File: src/rtl/nru_part_pkg.sv
package nru_part_pkg;
    typedef enum logic [1:0] {
        ACC_IDLE  = 2'd0,
        ACC_HIT   = 2'd1,
        ACC_FILL  = 2'd2,
        ACC_FAULT = 2'd3
    } acc_kind_e;
endpackage

File: src/rtl/nru_rot_scan.sv
module nru_rot_scan #(
    parameter int WAYS = 4,
    localparam int WAY_W = $clog2(WAYS)
) (
    input  logic [WAYS-1:0]  used,
    input  logic [WAYS-1:0]  mask,
    input  logic [WAY_W-1:0] ptr,
    output logic             found,
    output logic [WAY_W-1:0] way
);
    logic [WAYS-1:0]  avail;
    logic [WAYS-1:0]  cand;
    logic [WAY_W-1:0] idx;

    always_comb begin
        avail = mask & ~used;
        cand  = (avail != '0) ? avail : mask;
        found = (mask != '0);
        way   = '0;
        idx   = '0;
        // walk from the farthest offset back to the pointer; nearest wins
        for (int k = WAYS - 1; k >= 0; k--) begin
            idx = ptr + WAY_W'(k);
            if (cand[idx]) way = idx;
        end
    end
endmodule

File: src/rtl/nru_used_store.sv
module nru_used_store #(
    parameter int WAYS = 4,
    parameter int SETS = 8,
    localparam int WAY_W = $clog2(WAYS),
    localparam int SET_W = $clog2(SETS)
) (
    input  logic             clk,
    input  logic             rst_n,
    input  logic [SET_W-1:0] set,
    output logic [WAYS-1:0]  used_rd,
    input  logic             we,
    input  logic [WAY_W-1:0] way,
    input  logic [WAYS-1:0]  mask
);
    logic [WAYS-1:0] used_q [SETS];
    logic [WAYS-1:0] touched;
    logic [WAYS-1:0] nxt;

    assign used_rd = used_q[set];

    always_comb begin
        touched = used_q[set] | (WAYS'(1) << way);
        if ((mask != '0) && ((touched & mask) == mask))
            nxt = (touched & ~mask) | (WAYS'(1) << way);
        else
            nxt = touched;
    end

    always_ff @(posedge clk or negedge rst_n) begin
        if (!rst_n) begin
            for (int s = 0; s < SETS; s++) used_q[s] <= '0;
        end else if (we) begin
            used_q[set] <= nxt;
        end
    end

    assert_flag_set_R1: assert property (@(posedge clk) disable iff (!rst_n)
        we |=> used_q[$past(set)][$past(way)]);

    assert_owned_not_full_R2: assert property (@(posedge clk) disable iff (!rst_n)
        (we && mask != '0 && $countones(mask) > 1)
            |=> ((used_q[$past(set)] & $past(mask)) != $past(mask)));
endmodule

File: src/rtl/nru_part_victim.sv
module nru_part_victim #(
    parameter int WAYS  = 4,
    parameter int SETS  = 8,
    parameter int CORES = 2,
    localparam int WAY_W  = $clog2(WAYS),
    localparam int SET_W  = $clog2(SETS),
    localparam int CORE_W = (CORES > 1) ? $clog2(CORES) : 1
) (
    input  logic              clk,
    input  logic              rst_n,
    input  logic              acc_valid,
    input  logic [SET_W-1:0]  acc_set,
    input  logic [CORE_W-1:0] acc_core,
    input  logic              acc_hit,
    input  logic [WAY_W-1:0]  acc_hit_way,
    input  logic              mask_we,
    input  logic [CORE_W-1:0] mask_core,
    input  logic [WAYS-1:0]   mask_data,
    output logic              victim_valid,
    output logic [WAY_W-1:0]  victim_way,
    output logic              mask_error
);
    import nru_part_pkg::*;

    logic [WAYS-1:0]  mask_q [CORES];
    logic [WAY_W-1:0] ptr_q;
    logic [WAYS-1:0]  cur_mask;
    logic [WAYS-1:0]  used_rd;
    logic             scan_found;
    logic [WAY_W-1:0] scan_way;
    acc_kind_e        kind;
    logic             upd_we;
    logic [WAY_W-1:0] upd_way;

    assign cur_mask = mask_q[acc_core];

    nru_rot_scan #(.WAYS(WAYS)) u_scan (
        .used  (used_rd),
        .mask  (cur_mask),
        .ptr   (ptr_q),
        .found (scan_found),
        .way   (scan_way)
    );

    nru_used_store #(.WAYS(WAYS), .SETS(SETS)) u_store (
        .clk     (clk),
        .rst_n   (rst_n),
        .set     (acc_set),
        .used_rd (used_rd),
        .we      (upd_we),
        .way     (upd_way),
        .mask    (cur_mask)
    );

    // access classification
    always_comb begin
        if (!acc_valid)      kind = ACC_IDLE;
        else if (acc_hit)    kind = ACC_HIT;
        else if (scan_found) kind = ACC_FILL;
        else                 kind = ACC_FAULT;
    end

    // outputs per kind
    always_comb begin
        victim_valid = 1'b0;
        victim_way   = '0;
        mask_error   = 1'b0;
        upd_we       = 1'b0;
        upd_way      = '0;
        unique case (kind)
            ACC_IDLE: ;
            ACC_HIT: begin
                upd_we  = 1'b1;
                upd_way = acc_hit_way;
            end
            ACC_FILL: begin
                victim_valid = 1'b1;
                victim_way   = scan_way;
                upd_we       = 1'b1;
                upd_way      = scan_way;
            end
            ACC_FAULT: mask_error = 1'b1;
            default: ;
        endcase
    end

    // pointer and masks
    always_ff @(posedge clk or negedge rst_n) begin
        if (!rst_n) begin
            ptr_q <= '0;
            for (int c = 0; c < CORES; c++) mask_q[c] <= '1;
        end else begin
            if (kind == ACC_FILL) ptr_q <= ptr_q + 1'b1;
            if (mask_we) mask_q[mask_core] <= mask_data;
        end
    end

    assert_err_no_victim_R7: assert property (@(posedge clk) disable iff (!rst_n)
        mask_error |-> (!victim_valid && cur_mask == '0));

    assert_victim_in_mask_R3: assert property (@(posedge clk) disable iff (!rst_n)
        victim_valid |-> cur_mask[victim_way]);

    assert_ptr_step_R5: assert property (@(posedge clk) disable iff (!rst_n)
        (acc_valid && !acc_hit && victim_valid) |=> (ptr_q == $past(ptr_q) + 1'b1));

    assert_ptr_hold_R5: assert property (@(posedge clk) disable iff (!rst_n)
        !(acc_valid && !acc_hit && victim_valid) |=> $stable(ptr_q));

    assert_hit_quiet_R6: assert property (@(posedge clk) disable iff (!rst_n)
        (acc_valid && acc_hit) |-> (!victim_valid && !mask_error));

    assert_mask_write_R8: assert property (@(posedge clk) disable iff (!rst_n)
        mask_we |=> (mask_q[$past(mask_core)] == $past(mask_data)));
endmodule

File: config.mk
export PLATFORM = sky130hd
export DESIGN_NAME = nru_part_victim
export DESIGN_NICKNAME = d
export VERILOG_FILES = /design/src/rtl/nru_part_pkg.sv /design/src/rtl/nru_rot_scan.sv /design/src/rtl/nru_used_store.sv /design/src/rtl/nru_part_victim.sv
export SDC_FILE = /design/constraint.sdc
export NUM_CORES = 1
export LEC_CHECK = 0
export BUFFER_PORTS_ARGS = -buffer_cell sky130_fd_sc_hd__buf_4
export CAP_MARGIN = 0
export CORE_ASPECT_RATIO = 0.7
export CORE_MARGIN = 10
export CORE_UTILIZATION = 50
export DETAILED_ROUTE_END_ITERATION = 10
export GPL_TIMING_DRIVEN = 1
export PLACE_DENSITY = 0.68
export SETUP_SLACK_MARGIN = 0.1
export SYNTH_ARGS = -nofsm -noshare
export SYNTH_HDL_FRONTEND = slang
export SYNTH_SLANG_ARGS = --single-unit
File: constraint.sdc
create_clock -name clk -period 8.2 [get_ports clk]
set_input_delay 1.64 -clock clk [delete_from_list [all_inputs] [get_ports clk]]
set_output_delay 1.64 -clock clk [all_outputs]
set_load 0.005 [all_outputs]
; ---- Word level (Yosys, flattened, before mapping)
; Index checks and enable logic that the tools add are counted.
[op_classes]
n_shift = 1
n_lt_le_gt_ge = 9
eq_ne = 4
n_mux = 34
bitwise_logic = 10
n_reduce_logical = 6
addsub = 3
[op_table]
columns = operator, n
row1 = 4-bit 2-to-1 mux, 9
row2 = 32-bit bitwise mux, 1
row3 = 2-bit 2-to-1 mux, 7
row4 = 4-bit bitwise AND, 3
row5 = 4-bit binary-select mux with 3-bit select, 1
row6 = 4-bit demux with 3-bit select, 1
row7 = "2-bit by 3-bit less-than comparator with 1-bit output, second input constant", 4
row8 = 1-bit binary-select mux with 2-bit select, 4
row9 = 8-bit bitwise mux, 1
row10 = 1-bit 2-to-1 mux, 8
row11 = 4-bit NOT, 2
row12 = 4-bit OR, 2
row13 = 4-bit nonzero test, 2
row14 = "2-bit adder, second input constant", 2
row15 = 4-bit demux with 1-bit select, 1
row16 = "2-bit equality test, second input constant", 2
row17 = 4-bit equality test, 1
row18 = "2-bit greater-or-equal comparator, second input constant", 2
row19 = "4-bit greater-or-equal comparator, second input constant", 1
row20 = "4-bit by 1-bit less-than comparator with 1-bit output, second input constant", 1
row21 = 1-bit NOT with 2-bit output, 2
row22 = 3-bit NOT with 4-bit output, 1
row23 = 2-bit one-hot mux with 2 select lines, 1
row24 = "1-bit by 2-bit left shift with 4-bit output, first input constant", 1
row25 = 5 further kinds, 7
[totals]
register_bits = 42
output_inout_bits = 4
wordCells = 78
input_bits = 16

; ---- Logic depth before layout (Yosys ltp)
[logic_depth]
depth_word = 22
ltp_mapped = 13
depth_no_buf = 10

; ---- By module
; A second synthesis with hierarchy kept.
[unflattened]
cells_unflattened = 233
area_unflattened_um2 = 2441.1
[modules_own_cells]
columns = module, cells_each, seq_area_each_um2, instances, area_per_inst_um2
row1 = nru_used_store, 162, 800.8, 1, 1674.1
row2 = nru_part_victim, 40, 260.2, 1, 539.3
row3 = nru_rot_scan, 31, 0.0, 1, 227.7

; ---- Worst setup path after synthesis
; No wires, ideal clock.
[synth_timing]
path_kind = input to output
startpoint = input acc_core
endpoint = output victim_way[1]
stages = 8
required_ns = 6.560
slack_ns = 3.286
arrival_time_ns = 3.274
path_buffers = 2
path_cell_list = buf_2 -> mux2i_1 -> inv_1 -> and3_1 -> clkbuf_1 -> o41ai_1 -> a32oi_1 -> nor3_1
[synth_between]
elab_chain_len = 14
word_cells_on_any_way = 25
classes_between = eq/ne: 1 / mux: 20 / bitwise: 2 / reduce/logical: 2
[synth_lines]
columns = item, line
row1 = "start, declared", nru_part_victim.sv:13  ; input logic [CORE_W-1:0] acc_core,
row2 = 1-bit NOT with 2-bit output (not written as such) (*), nru_part_victim.sv:35  ; assign cur_mask = mask_q[acc_core];
row3 = 4-bit 2-to-1 mux (not written as such) (*) (3 in a row), nru_part_victim.sv:35
row4 = 4-bit bitwise AND, nru_rot_scan.sv:16  ; avail = mask & ~used;
row5 = 4-bit nonzero test, nru_rot_scan.sv:17  ; cand = (avail != '0) ? avail : mask;
row6 = 4-bit 2-to-1 mux, nru_rot_scan.sv:17
row7 = 1-bit binary-select mux with 2-bit select, nru_rot_scan.sv:24  ; if (cand[idx]) way = idx;
row8 = 1-bit 2-to-1 mux (not written as such), nru_rot_scan.sv:24
row9 = 2-bit 2-to-1 mux (4 in a row), nru_rot_scan.sv:24
row10 = 2-bit 2-to-1 mux (*), nru_part_victim.sv:70  ; unique case (kind)
row11 = "end, declared", nru_part_victim.sv:20  ; output logic [WAY_W-1:0] victim_way,
; Every way passes the cells marked *; elsewhere a longest branch is shown, timed or not. The select of a mux whose other input is x is not followed.

; ---- Worst setup path after layout
[layout_timing]
startpoint = input acc_set[1]
endpoint = output victim_way[0]
[layout_between]
elab_chain_len = 15
word_cells_on_any_way = 21
classes_between = mux: 17 / bitwise: 3 / reduce/logical: 1
[layout_lines]
columns = item, line
row1 = "start, declared", nru_part_victim.sv:12  ; input logic [SET_W-1:0] acc_set,
row2 = 3-bit NOT with 4-bit output (not written as such) (*), nru_used_store.sv:19  ; assign used_rd = used_q[set];
row3 = 4-bit binary-select mux with 3-bit select (*), nru_used_store.sv:19
row4 = 4-bit 2-to-1 mux (not written as such) (*) (2 in a row), nru_used_store.sv:19
row5 = 4-bit NOT (*), nru_rot_scan.sv:16
row6 = 4-bit bitwise AND (*), nru_rot_scan.sv:16
row7 = 4-bit nonzero test, nru_rot_scan.sv:17
row8 = 4-bit 2-to-1 mux (*), nru_rot_scan.sv:17
row9 = 1-bit binary-select mux with 2-bit select, nru_rot_scan.sv:24
row10 = 1-bit 2-to-1 mux (not written as such), nru_rot_scan.sv:24
row11 = 2-bit 2-to-1 mux (3 in a row), nru_rot_scan.sv:24
row12 = 2-bit 2-to-1 mux (*), nru_rot_scan.sv:24
row13 = 2-bit 2-to-1 mux (*), nru_part_victim.sv:70
; Marked as above.

==> impl_metrics.json <==
{
  "detail_route.first_pass.iterations": 5,
  "filler_cell_count": 478,
  "hold_path.class": "reg -> reg",
  "flow.area_growth_from_synthesis_pct": 8.52,
  "post_drt_wl_per_cell_um": 16.8,
  "final-max-slew-violation-count": 0,
  "drcViolationCount": 0,
  "power.internal_mw": 0.483,
  "clock_tree.root_cell": "clkbuf_8",
  "leading_cell_types_in_the_layout_fill_and_taps_excluded": "o21ai_0, dfrtp_1, nand2_1, nor2_1, mux2i_1",
  "clock_power_share_pct": 17.5,
  "holdWs_ps": 489,
  "power.sequential.fraction_pct": 42.8,
  "clock-sinks": 42,
  "ctsHoldBuffers": 0,
  "synth_edf_count": 0,
  "setup.worst_path.class": "in -> out",
  "grt.total_usage_pct": 14.4,
  "die-area_um2": 8340,
  "global_route.overflow_total": 0,
  "post_synthesis_cell_type_count": 53,
  "power_frac_comb_pct": 39.7,
  "ys_seq_area_share_pct": 42.0,
  "multi_input_area_um2": 1350,
  "detailroute.via_count": 2032,
  "grt_antenna_before_repair": 0,
  "die_w_um": 105,
  "mappedNetlistArea_um2": 2530,
  "fin_setup_tns_ps": 0,
  "grt_first_pass_wirelength_um": 9920,
  "placementRows": 21,
  "final.period_utilization_pct": 65.4,
  "placed_area_um2": 2650,
  "syn_avg_cell_area_um2": 9.57,
  "cap_violations": 0,
  "fin_crit_ps": 5360,
  "setup_ws_ps": 2840,
  "timing.critical_path.from_type": "primary input",
  "synthesis.instances": 264,
  "relSlewSlack_pct": 47.1,
  "vdd_drop_max_v": 0.000155,
  "finalNonFillerCells": 347,
  "synthesis.nets": 280,
  "detail-route-antenna-nets": 0,
  "status": "complete, no violations",
  "post-cts-setup-buffer-count": 0,
  "ioPinCount": 20,
  "synth-main-ff-cell": "dfrtp_1",
  "worstPathRequired_ps": 6560,
  "avgViaCountPerCell": 5.86,
  "place.gp.congestion": 0.935,
  "design.final.nets": 293,
  "worstSetupEndpointType": "output pin",
  "layout-drive-gt1-share_pct": 19.1,
  "yosys_register_bits": 42,
  "first_global_vias": 1890,
  "regToRegSetupSlack_ps": 4760,
  "place_worst_setup_slack_ps": 2900,
  "antenna_cells": 0,
  "fp.coreArea_um2": 4830,
  "synthArstFlopShare_pct": 100,
  "worst-slew-pin-transition_ps": 791,
  "finalPower_mw": 0.819,
  "fin_skew_ps": 14.5,
  "critical_path_peak_fanout": 10,
  "drt_iter0_markers": 168,
  "final-setup-viol-count": 0,
  "core_utilization_of_the_finished_layout_pct": 56.7,
  "grt_setup_unrepaired": "no",
  "detailed_place_hpwl_um": 4310,
  "cts-htree-levels": 2,
  "clock_transition_at_path_regs_ps": 100,
  "post_cts.resized_instances": 0,
  "insertion_delay_ps": 310,
  "post-route-cell-area_um2": 2740,
  "final-hold-violation-count": 0,
  "grt_start_max_net_pins": 43,
  "dp.cells": 339,
  "seqCellArea_um2": 1060,
  "clk_path_buf_depth": 2,
  "yosys_warnings": 0,
  "tritoncts": "yes",
  "proportion_of_total_power_due_to_net_switching_pct": 41.0,
  "static-leakage-power_nw": 1.13,
  "cp.arrival_ps": 3720,
  "floorplan.initialDensity_pct": 52.3,
  "dieHeight_um": 79.5,
  "clock.fmax_ghz": 0.186,
  "p_per_area_nw_per_um2": 299,
  "routed_wl_um": 5840,
  "tritoncts_buffer_count": 5,
  "netSwitchingPower_mw": 0.336,
  "io_buffer_count": 19
}
worst paths after layout:
kind | from | end | cells after the start
setup / recovery | acc_set[1] | victim_way[0] | 8
hold / removal | u_store.used_q[7] | u_store.used_q[7] | 2
setup reg to reg | mask_q[0] | u_store.used_q[27] | 9
hold reg to reg | u_store.used_q[7] | u_store.used_q[7] | 2
max in group asynchronous | rst_n | u_store.used_q[3] | 1
min in group asynchronous | rst_n | ptr_q[1] | 1
cell usage after synthesis (all sizes together) (2+ instances only):
cell type	instances	area [um2]
o21ai	35	175
dfrtp	34	851
nand2	32	120
nor2	24	90.1
mux2i	22	220
mux2	11	124
a31oi	8	50.1
dfstp	8	210
clkbuf	7	27.5
nand3	7	35.0
or2	7	43.8
buf	6	78.8
o211ai	6	45.0
nor3	4	36.3
o22a	4	35.0
o22ai	4	25.0
or3	4	25.0
a21oi	3	15.0
o31ai	3	22.5
and2	2	12.5
and3	2	12.5
inv	2	7.51
nand2b	2	12.5
nor2b	2	12.5
o21a	2	15.0
o2bb2ai	2	17.5
o41ai	2	17.5
xnor2	2	17.5
cell type report:
cell class	count	area share, %
inverter	2	0.274
clock inverter	3	0.867
timing repair buffer	19	5.20
sequential	42	38.7
multi-input combinational	207	49.3
clock buffer	5	2.51
tap	69	3.15
state kept, by name, indices dropped and copies added (netlist names):
| register | cells |
|---|---|
| mask_q | 8 |
| ptr_q | 2 |
| u_store.used_q | 32 |
critical path, stage by stage:
cell and delay [ps]:
buf_4 120, or2_1 340, o22ai_1 440, nor3_2 190, a2111oi_0 560, a221o_1 230
nor2_1 60, buf_4 140
layer usage:
metal	part of all wire (%)	vias up	GRT usage (%)
li1	-	1007	-
met1	55	976	22.6
met2	39	42	19.1
met3	5.4	7	3.06
met4	0.87	0	3.69
met5	0	-	0
kinds of logic after synthesis:
kind of cell,synth area share [%]
xor+xnor,0.694
flops,42.0
buf+inv,4.51
compound gates,22.2
mux,13.6
simple gates,16.9
power groups by stage:
stage	registers, mW	logic, mW	clock network, mW
2_1_floorplan	0.327	0.267	0
3_3_place_gp	0.355	0.317	0
3_5_place_dp	0.355	0.322	0
4_1_cts	0.350	0.323	0.146
5_1_grt	0.364	0.369	0.156
6_report	0.351	0.325	0.143
Note: power is estimated with default switching activity, not from simulation.
